[src/rtl/ape_pkg.sv]
package ape_pkg;
  // Slot index after `cur` in a frame of `len` bits.
  function automatic int unsigned slot_after(int unsigned cur, int unsigned len);
    return (cur + 1 >= len) ? 0 : cur + 1;
  endfunction
endpackage

[src/rtl/ape_slot_ctr.sv]
module ape_slot_ctr #(
  parameter int FRAME_LEN   = 20,
  parameter int MASTER_SLOT = 1,
  parameter int POS_W       = 5
) (
  input  logic             clk,
  input  logic             rst_n,
  input  logic             adv,
  input  logic             train,
  input  logic             mid,
  output logic [POS_W-1:0] pos,
  output logic             sel,
  output logic             pair_ok
);
  localparam int RELOAD = ape_pkg::slot_after(MASTER_SLOT, FRAME_LEN);
  localparam logic [POS_W-1:0] LAST_SLOT = POS_W'(FRAME_LEN - 1);

  logic prev_mid;

  assign pair_ok = !prev_mid && mid;
  assign sel     = train ? pair_ok : (pos == POS_W'(MASTER_SLOT));

  always_ff @(posedge clk) begin
    if (!rst_n) begin
      pos      <= '0;
      prev_mid <= 1'b1;
    end else if (adv) begin
      prev_mid <= mid;
      if (train && pair_ok)
        pos <= POS_W'(RELOAD);
      else if (pos == LAST_SLOT)
        pos <= '0;
      else
        pos <= pos + 1'b1;
    end
  end
endmodule

[src/rtl/ape_decide.sv]
module ape_decide (
  input  logic clk,
  input  logic rst_n,
  input  logic take,
  input  logic edge_s,
  output logic late,
  output logic stb
);
  always_ff @(posedge clk) begin
    if (!rst_n) begin
      late <= 1'b0;
      stb  <= 1'b0;
    end else begin
      stb <= take;
      if (take) late <= edge_s;
    end
  end
endmodule

[src/rtl/ape_lock_mon.sv]
module ape_lock_mon #(
  parameter int LOCK_W = 4
) (
  input  logic              clk,
  input  logic              rst_n,
  input  logic              take,
  input  logic              match,
  input  logic [LOCK_W-1:0] lock_len,
  output logic              locked
);
  logic [LOCK_W-1:0] run;
  logic [LOCK_W-1:0] run_nxt;

  assign run_nxt = (run == '1) ? run : run + 1'b1;

  always_ff @(posedge clk) begin
    if (!rst_n) begin
      run    <= '0;
      locked <= 1'b0;
    end else if (take) begin
      if (match) begin
        run    <= run_nxt;
        locked <= (run_nxt >= lock_len);
      end else begin
        run    <= '0;
        locked <= 1'b0;
      end
    end
  end
endmodule

[src/rtl/anchor_edge_pd.sv]
module anchor_edge_pd #(
  parameter int FRAME_LEN   = 20,
  parameter int MASTER_SLOT = 1,
  parameter int LOCK_W      = 4,
  localparam int POS_W      = $clog2(FRAME_LEN)
) (
  input  logic              clk,
  input  logic              rst_n,
  input  logic              train_en,
  input  logic [LOCK_W-1:0] lock_len,
  input  logic              bit_valid,
  output logic              bit_ready,
  input  logic              mid_smp,
  input  logic              edge_smp,
  output logic              late_o,
  output logic              pd_strobe,
  output logic [POS_W-1:0]  frame_pos,
  output logic              locked
);
  logic sel;
  logic pair_ok;
  logic take;

  assign bit_ready = 1'b1;
  assign take      = bit_valid && sel;

  ape_slot_ctr #(
    .FRAME_LEN  (FRAME_LEN),
    .MASTER_SLOT(MASTER_SLOT),
    .POS_W      (POS_W)
  ) i_slot (
    .clk    (clk),
    .rst_n  (rst_n),
    .adv    (bit_valid),
    .train  (train_en),
    .mid    (mid_smp),
    .pos    (frame_pos),
    .sel    (sel),
    .pair_ok(pair_ok)
  );

  ape_decide i_dec (
    .clk   (clk),
    .rst_n (rst_n),
    .take  (take),
    .edge_s(edge_smp),
    .late  (late_o),
    .stb   (pd_strobe)
  );

  ape_lock_mon #(.LOCK_W(LOCK_W)) i_lock (
    .clk     (clk),
    .rst_n   (rst_n),
    .take    (take),
    .match   (pair_ok),
    .lock_len(lock_len),
    .locked  (locked)
  );
endmodule

[config.mk]
export PLATFORM = sky130hd
export DESIGN_NAME = anchor_edge_pd
export DESIGN_NICKNAME = d
export VERILOG_FILES = /design/src/rtl/ape_pkg.sv /design/src/rtl/ape_slot_ctr.sv /design/src/rtl/ape_decide.sv /design/src/rtl/ape_lock_mon.sv /design/src/rtl/anchor_edge_pd.sv
export SDC_FILE = /design/constraint.sdc
export NUM_CORES = 1
export LEC_CHECK = 0
export BUFFER_PORTS_ARGS = -buffer_cell sky130_fd_sc_hd__buf_4
export CORE_MARGIN = 1
export CORE_UTILIZATION = 59
export CTS_BUF_LIST = sky130_fd_sc_hd__clkbuf_8
export CTS_CLUSTER_SIZE = 25
export DETAILED_ROUTE_END_ITERATION = 8
export PLACE_DENSITY = 0.88
export SLEW_MARGIN = 20
export SYNTH_ARGS = -nofsm -noshare
export SYNTH_HDL_FRONTEND = slang
export SYNTH_SLANG_ARGS = --single-unit
export TNS_END_PERCENT = 100
[constraint.sdc]
create_clock -name clk -period 4.8 [get_ports clk]
set_clock_uncertainty 0.05 [all_clocks]
set_input_delay 0 -clock clk [delete_from_list [all_inputs] [get_ports clk]]
set_output_delay 0 -clock clk [all_outputs]
set_load 0.05 [all_outputs]
==> summary.txt, run 1 <==
CTS
  – Root Buffer: clkbuf_8
  – CTS tree: yes
  – CTS Hold Bufs: 4
  – Clock latency on the worst-skew pair: 240 ps
  – CTS clk-pin slew, worst paths: 60 ps
  – TritonCTS Buffers: 3
  – PostCTS Resize Cnt: 0
  – Postcts setup bufs: 0
  – Sink Count: 13
  – H-tree levels: 1
  – Max clock buf depth: 2

Logic synthesis
  – Synth Area per Inst: 8.982 um2
  – Post-synthesis sequential area ratio: 30.50%
  – Cell Area, Synth: 853.3 um2
  – Ys async rst share: 0%
  – Synth warnings: 0
  – Synth cell types: 38
  – Post-synth top area share: 30.50%
  – Synth Flop Type: dfxtp_1
  – Synth area leader: dfxtp_1
  – #FFs+latches synth: 13
  – Syn Nets: 112
  – Post-synth EDFFs: 0
  – Synth top area cells: dfxtp_1 (30%), ha_1 (10%), mux2i_1 (3.5%), o21ai_0 (3.5%), a22o_1 (3.1%)
  – Syn Inst Count: 95

Drt
  – Drt total wl: 1.922 mm
  – Number of routed nets with antenna violations: 0
  – DRC errors left: 0
  – WL/cell: 14.56 um
  – Via count: 795
  – First-pass DRT Iterations: 4
  – Vias per cell: 6.023
  – Drt initial violations: 20

Final layout
  – Commonest non-fill, non-tap cell in the layout: buf_4
  – Inserted Diodes: 0
  – Most frequent cells in the layout: buf_4 (17), dfxtp_1 (13), inv_1 (7), ha_1 (7)
  – Final layout net count: 135
  – Synth-to-Final Area Change: 25.22%
  – Util after Layout: 81.10%
  – Ratio of cells with drive above 1 in the final layout: 23.93%
  – Fillers: 80
  – Finished Cell Area: 0.001069 mm2

Power and ir drop
  – IR drop worst, VDD: 0.2424 mV
  – PwrDens: 238.7 mW/mm2
  – Leakage power: 0.0004797 uW

Timing
  – Setup TNS: 0 ps
  – Period utilization: 48.52%
  – Max Slew Vio Count: 0
  – RSZ-0062 raised after global routing: no
  – Final hold violation count: 0
  – Fmax: 0.4294 GHz
  – Min Tclk post-route: 2329 ps
  – # setup viols final: 0
  – Final WS setup: 2471 ps

Global route
  – Largest net degree at the start of global routing: 17
  – Initial antenna violation count: 0
  – GR Util All Layers: 25.67%
  – Grt ovf: 0
  – First-pass GRT wire length: 2.697 mm
  – Vias in the first global route: 612

Die
  – Initial core utilization: 64.77%
  – Std-Cell Rows: 13
  – Die boundary height: 40.03 um
  – I/O pins: 19
  – Die area: 0.001602 mm2
  – Core Region: 0.001318 mm2
  – Die width: 40.03 um

Worst setup path
  – Cell mode on critical path: ha_1
  – Crit path kind: flop to flop
  – Worst Path Required: 4930 ps
  – Crit path cell chain: ha_1 > nand3_1 > mux2_2 > ha_1 > a2111oi_0 > or4_1 > a21boi_1
  – Critical Path Sink Type: flop
  – Critical-path maximum fanout: 6
  – Crit-path leading delay family: simple AND/OR/NAND/NOR gates
  – Crit path launch type: flop
  – Crit path max-delay cell type: or4_1
  – Slowest stage delay, CP: 520 ps
  – WP buf/inv: 0
  – CP arrival: 2450 ps

Place
  – Placed Area: 983.4 um2
  – I/O Buffers: 17
  – Pre-CTS WS: 2479 ps
  – Hpwl dp: 1.418 mm
  – GPL Wtd Cong: 0.8526

Hold path
  – Hold Path Class: input pin to flop

Outcome
  – Outcome: finished, final reports clean

Flow run
  – Max cap viols: 0
-- metal layers --
metal  share of wire, %  track usage [%]  wire length (um)  vias to the layer above
li1                   -                -                 -                      393
met1                 45            35.15               872                      384
met2                 51            39.92               973                       16
met3                3.4            5.556                65                        2
met4               0.52            7.759                10                        0
met5                  0                0                 0                        -
-- report_power, final --
| part | total [uW] | switching [uW] | leakage [uW] | internal [uW] |
|---|---|---|---|---|
| clock network | 97.8 | 41.3 | 0.0000269 | 56.5 |
| registers | 114 | 3.49 | 0.000106 | 111 |
| logic | 43.0 | 23.4 | 0.000347 | 19.5 |
-- worst reg2reg max path: stages, from the launching register on --
cell	delay [ps]
dfxtp_1	420
ha_1	260
nand3_1	180
mux2_2	340
ha_1	270
a2111oi_0	80
or4_1	520
a21boi_1	150
-- through the flow --
step | std cells | hold WS, ps | total power, uW
floorplan | 95 | 78.47 | 143.1
global placement | 124 | 204.1 | 154.9
detailed placement | 124 | 219.2 | 156.6
CTS | 132 | 63.23 | 256.8
global route | 132 | 111.9 | 261.8
finish | 132 | 79.42 | 255.1
-- path summary, 6_finish.rpt --
kind,startpoint,slack (ps),to,depth (start not counted)
setup / recovery,i_lock.run[0]$_SDFFE_PN0P_,2470,i_lock.locked$_SDFFE_PN0P_,7
hold / removal,train_en,80,i_slot.pos[1]$_SDFFE_PN0P_,3
setup reg to reg,i_lock.run[0]$_SDFFE_PN0P_,2470,i_lock.locked$_SDFFE_PN0P_,7
hold reg to reg,i_lock.locked$_SDFFE_PN0P_,410,i_lock.locked$_SDFFE_PN0P_,2
-- final cells by class --
cell class	count	area (um2)	share of cell area (%)
well taps	15	18.77	1.756
flip-flops and latches	13	260.3	24.36
clock inverters	1	3.754	0.3513
inverters	6	22.52	2.108
multi-input cells	73	554.3	51.87
clock buffers	3	41.29	3.864
repair buffers	21	167.7	15.69
-- registers in the layout, indices dropped and copies added (netlist names) --
register	count
i_dec.stb	1
i_lock.run	4
i_slot.pos	5
i_slot.prev_mid	1
i_lock.locked	1
i_dec.late	1
-- Yosys cell counts, types with 2 or more instances --
| master | n |
|---|---|
| dfxtp_1 | 13 |
| ha_1 | 7 |
| inv_1 | 6 |
| nand2_1 | 6 |
| o21ai_0 | 6 |
| nand3_1 | 5 |
| a21oi_1 | 3 |
| a22o_1 | 3 |
| a31oi_1 | 3 |
| mux2i_1 | 3 |
| nand2b_1 | 3 |
| nand3b_1 | 3 |
| nor2_1 | 3 |
| nor2b_1 | 3 |
| a21boi_0 | 2 |
| a22oi_2 | 2 |
| and2_1 | 2 |
| and3b_1 | 2 |
-- cell families after synthesis --
kind of cell | Yosys count | share of synthesized area (%)
adders and majority gates | 7 | 10.26
DFF | 13 | 30.50
AOI/OAI and AO/OA | 26 | 22.58
other | 1 | 0.4395
and+or+nand+nor | 34 | 25.81
buffers and inverters | 9 | 4.545
muxes | 4 | 4.839
xor gates and xnor gates | 1 | 1.027
No activity file was read; power rests on OpenSTA's default activity.
==> run 2, diff against run 1 <==
- CORE_UTILIZATION: 59 -> 49
- PLACE_DENSITY: 0.88 -> 0.78
- clock period: 4.8 -> 1.9 ns (I/O delays scaled with it)
==> run 2 against run 1 <==
Against the previous run:
- the flow now finishes with violations (design-rule violations, negative setup slack)
- critical path type unchanged
- maximum frequency grew 20%
- setup slack lost 2500 ps
- critical endpoint unchanged
- register-to-register slack lost 2500 ps
==> summary.txt, run 2 (same netlist as run 1, synthesis figures left out) <==
Global route
  – Largest net degree at the start of global routing: 17 (unchanged)
  – Vias in the first global route: 736 (was 612)
  – First-pass GRT wire length: 3.270 mm (was 2.697 mm)
  – GR Util All Layers: 22.38% (was 25.67%)
  – Grt ovf: 0 (unchanged)
  – Initial antenna violation count: 0 (unchanged)

Power and ir drop
  – IR drop worst, VDD: 0.3731 mV (was 0.2424 mV)
  – P_sw: 167.4 uW (was 68.23 uW)
  – PwrDens: 550.2 mW/mm2 (was 238.7 mW/mm2)
  – Clock power frac: 37.8% (was 38.4%)
  – Leakage power: 0.0005116 uW (was 0.0004797 uW)
  – Reg power frac: 44.8% (about the same)
  – Internal power: 472.8 uW (was 186.8 uW)
  – Switching Fraction: 26.14% (was 26.75%)
  – Comb pwr share: 17.4% (was 16.8%)
  – Total power: 640.2 uW (was 255.1 uW)

Die
  – Die boundary height: 43.73 um (was 40.03 um)
  – Initial core utilization: 54.74% (was 64.77%)
  – I/O pins: 19 (unchanged)
  – Std-Cell Rows: 14 (was 13)
  – Die width: 43.73 um (was 40.03 um)
  – Core Region: 0.001559 mm2 (was 0.001318 mm2)
  – Die area: 0.001912 mm2 (was 0.001602 mm2)

Worst setup path
  – Crit path launch type: flop (unchanged)
  – Critical-path maximum fanout: 3 (was 6)
  – Reg2reg setup slack: -40 ps (was 2470 ps)
  – Cell mode on critical path: ha_4 (was ha_1)
  – Critical Path Sink Type: flop (unchanged)
  – Slowest stage delay, CP: 470 ps (was 520 ps)
  – CP arrival: 2070 ps (was 2450 ps)
  – WP buf/inv: 0 (unchanged)
  – Crit path kind: flop to flop (unchanged)
  – Crit path max-delay cell type: or4_1 (unchanged)
  – Worst Path Required: 2030 ps (was 4930 ps)
  – Crit-path leading delay family: simple AND/OR/NAND/NOR gates (unchanged)
  – Crit path cell chain: ha_4 > nand3_4 > mux2_4 > ha_4 > a2111oi_2 > or4_1 > a21boi_1 (was ha_1 > nand3_1 > mux2_2 > ha_1 > a2111oi_0 > or4_1 > a21boi_1)

Final layout
  – Ratio of cells with drive above 1 in the final layout: 34.43% (was 23.93%)
  – Finished Cell Area: 0.001164 mm2 (was 0.001069 mm2)
  – Final layout net count: 140 (was 135)
  – Inserted Diodes: 0 (unchanged)
  – Synth-to-Final Area Change: 36.36% (was 25.22%)
  – Commonest non-fill, non-tap cell in the layout: buf_4 (unchanged)
  – Util after Layout: 74.64% (was 81.10%)
  – Max reg flops: 5 (unchanged)
  – Fillers: 123 (was 80)
  – Registers with the most flip-flops: i_slot.pos: 5 flops, i_lock.run: 4 flops (unchanged)
  – Most frequent cells in the layout: buf_4 (23), dfxtp_1 (10), inv_1 (7), nand2_1 (6), o21ai_0 (6) (was buf_4 (17), dfxtp_1 (13), inv_1 (7), ha_1 (7))
  – Top reg by flops: i_slot.pos (unchanged)

CTS
  – Sink Count: 13 (unchanged)
  – TritonCTS Buffers: 3 (unchanged)
  – Max clock buf depth: 2 (unchanged)
  – CTS clk-pin slew, worst paths: 60 ps (about the same)
  – Clock latency on the worst-skew pair: 240 ps (about the same)
  – Root Buffer: clkbuf_8 (unchanged)
  – CTS tree: yes (unchanged)
  – H-tree levels: 1 (unchanged)

Timing
  – # setup viols final: 1 (was 0)
  – Final WS setup: -40.82 ps (was 2471 ps)
  – Final hold violation count: 0 (unchanged)
  – Period utilization: 102.1% (was 48.52%)
  – Max Slew Vio Count: 0 (unchanged)
  – Fmax: 0.5152 GHz (was 0.4294 GHz)
  – Setup TNS: -40.82 ps (was 0 ps)
  – RSZ-0062 raised after global routing: yes (was no)
  – Min Tclk post-route: 1941 ps (was 2329 ps)

Place
  – Placed Area: 0.001079 mm2 (was 983.4 um2)
  – Hpwl dp: 1.304 mm (was 1.418 mm)
  – I/O Buffers: 17 (unchanged)
  – GPL Wtd Cong: 0.8289 (was 0.8526)
  – Pre-CTS WS: -43.10 ps (was 2479 ps)

Drt
  – Drt total wl: 1.844 mm (was 1.922 mm)
  – Via count: 821 (was 795)
  – WL/cell: 13.36 um (was 14.56 um)
  – DRC errors left: 1 (was 0)
  – First-pass DRT Iterations: 6 (was 4)
  – Vias per cell: 5.949 (was 6.023)
  – Number of routed nets with antenna violations: 0 (unchanged)
  – Drt initial violations: 20 (unchanged)

Outcome
  – Failing checks: design-rule violations, negative setup slack
  – Outcome: finished with violations (was finished, final reports clean)

Flow run
  – Max cap viols: 0 (unchanged)

Hold path
  – Hold Path Class: input pin to flop (unchanged)
==> run 2: cell count changes in the layout (fill, tap and decap cells not counted), moves of 2 or more <==
cell,before,now
buf_4,17,23
ha_4,0,2
dfxtp_4,0,2
ha_1,7,5
dfxtp_1,13,10
==> run 2: layout make-up <==
cell class	count	area (um2)	area share, %
clock buffers	3	41.29	3.548
clock inverters	1	3.754	0.3226
inverters	6	22.52	1.935
multi-input cells	73	604.3	51.94
flip-flops and latches	13	269.0	23.12
well taps	16	20.02	1.720
repair buffers	26	202.7	17.42
==> run 2: power by group through the flow <==
stage          Sequential (uW)  Clock (uW)  Combinational (uW)
2_1_floorplan              309           0                54.6
3_3_place_gp               292           0                 104
3_5_place_dp               292           0                 105
4_1_cts                    287         247                 111
5_1_grt                    288         255                 123
6_report                   287         242                 112
==> run 2: routing by layer <==
metal | track usage (%) | part of all wire [%] | up-vias
met5 | 0 | 0 | -
met4 | 7.500 | 1.1 | 0
met3 | 2.917 | 5.6 | 4
met2 | 36.12 | 46 | 25
met1 | 30.81 | 47 | 386
li1 | - | - | 406
==> run 2: worst register-to-register path: cells and delay by family (launching register included) <==
kind            cells  cell delay [ps]
simple gates        2              560
flops               1              350
compound gates      2              170
fa+ha+maj           2              420
mux                 1              320
==> run 2: worst paths after layout <==
kind / startpoint / end / depth (start not counted)
worst max-delay path: i_lock.run[1]$_SDFFE_PN0P_ / i_lock.locked$_SDFFE_PN0P_ / 7
worst min-delay path: bit_valid / i_slot.pos[1]$_SDFFE_PN0P_ / 2
worst max register to register: i_lock.run[1]$_SDFFE_PN0P_ / i_lock.locked$_SDFFE_PN0P_ / 7
worst min register to register: i_lock.locked$_SDFFE_PN0P_ / i_lock.locked$_SDFFE_PN0P_ / 2
==> run 2: stage by stage <==
| stage | std cells | hold WS [ps] |
|---|---|---|
| after floorplan | 95 | 78.47 |
| final | 138 | 10.60 |
| after global placement | 130 | 208.4 |
| after detailed placement | 130 | 211.3 |
| after CTS | 138 | 8.648 |
| after global routing | 138 | 38.97 |
==> run 2: timing repair <==
action / 4_1_cts / 5_1_grt
endpoints found under the hold margin: 2 / 0
hold buffers: 3 / 0
setup buffers: 1 / 0
gates cloned: 0 / 0
endpoints found under the setup margin: 1 / 1
resized for setup: 0 / 1
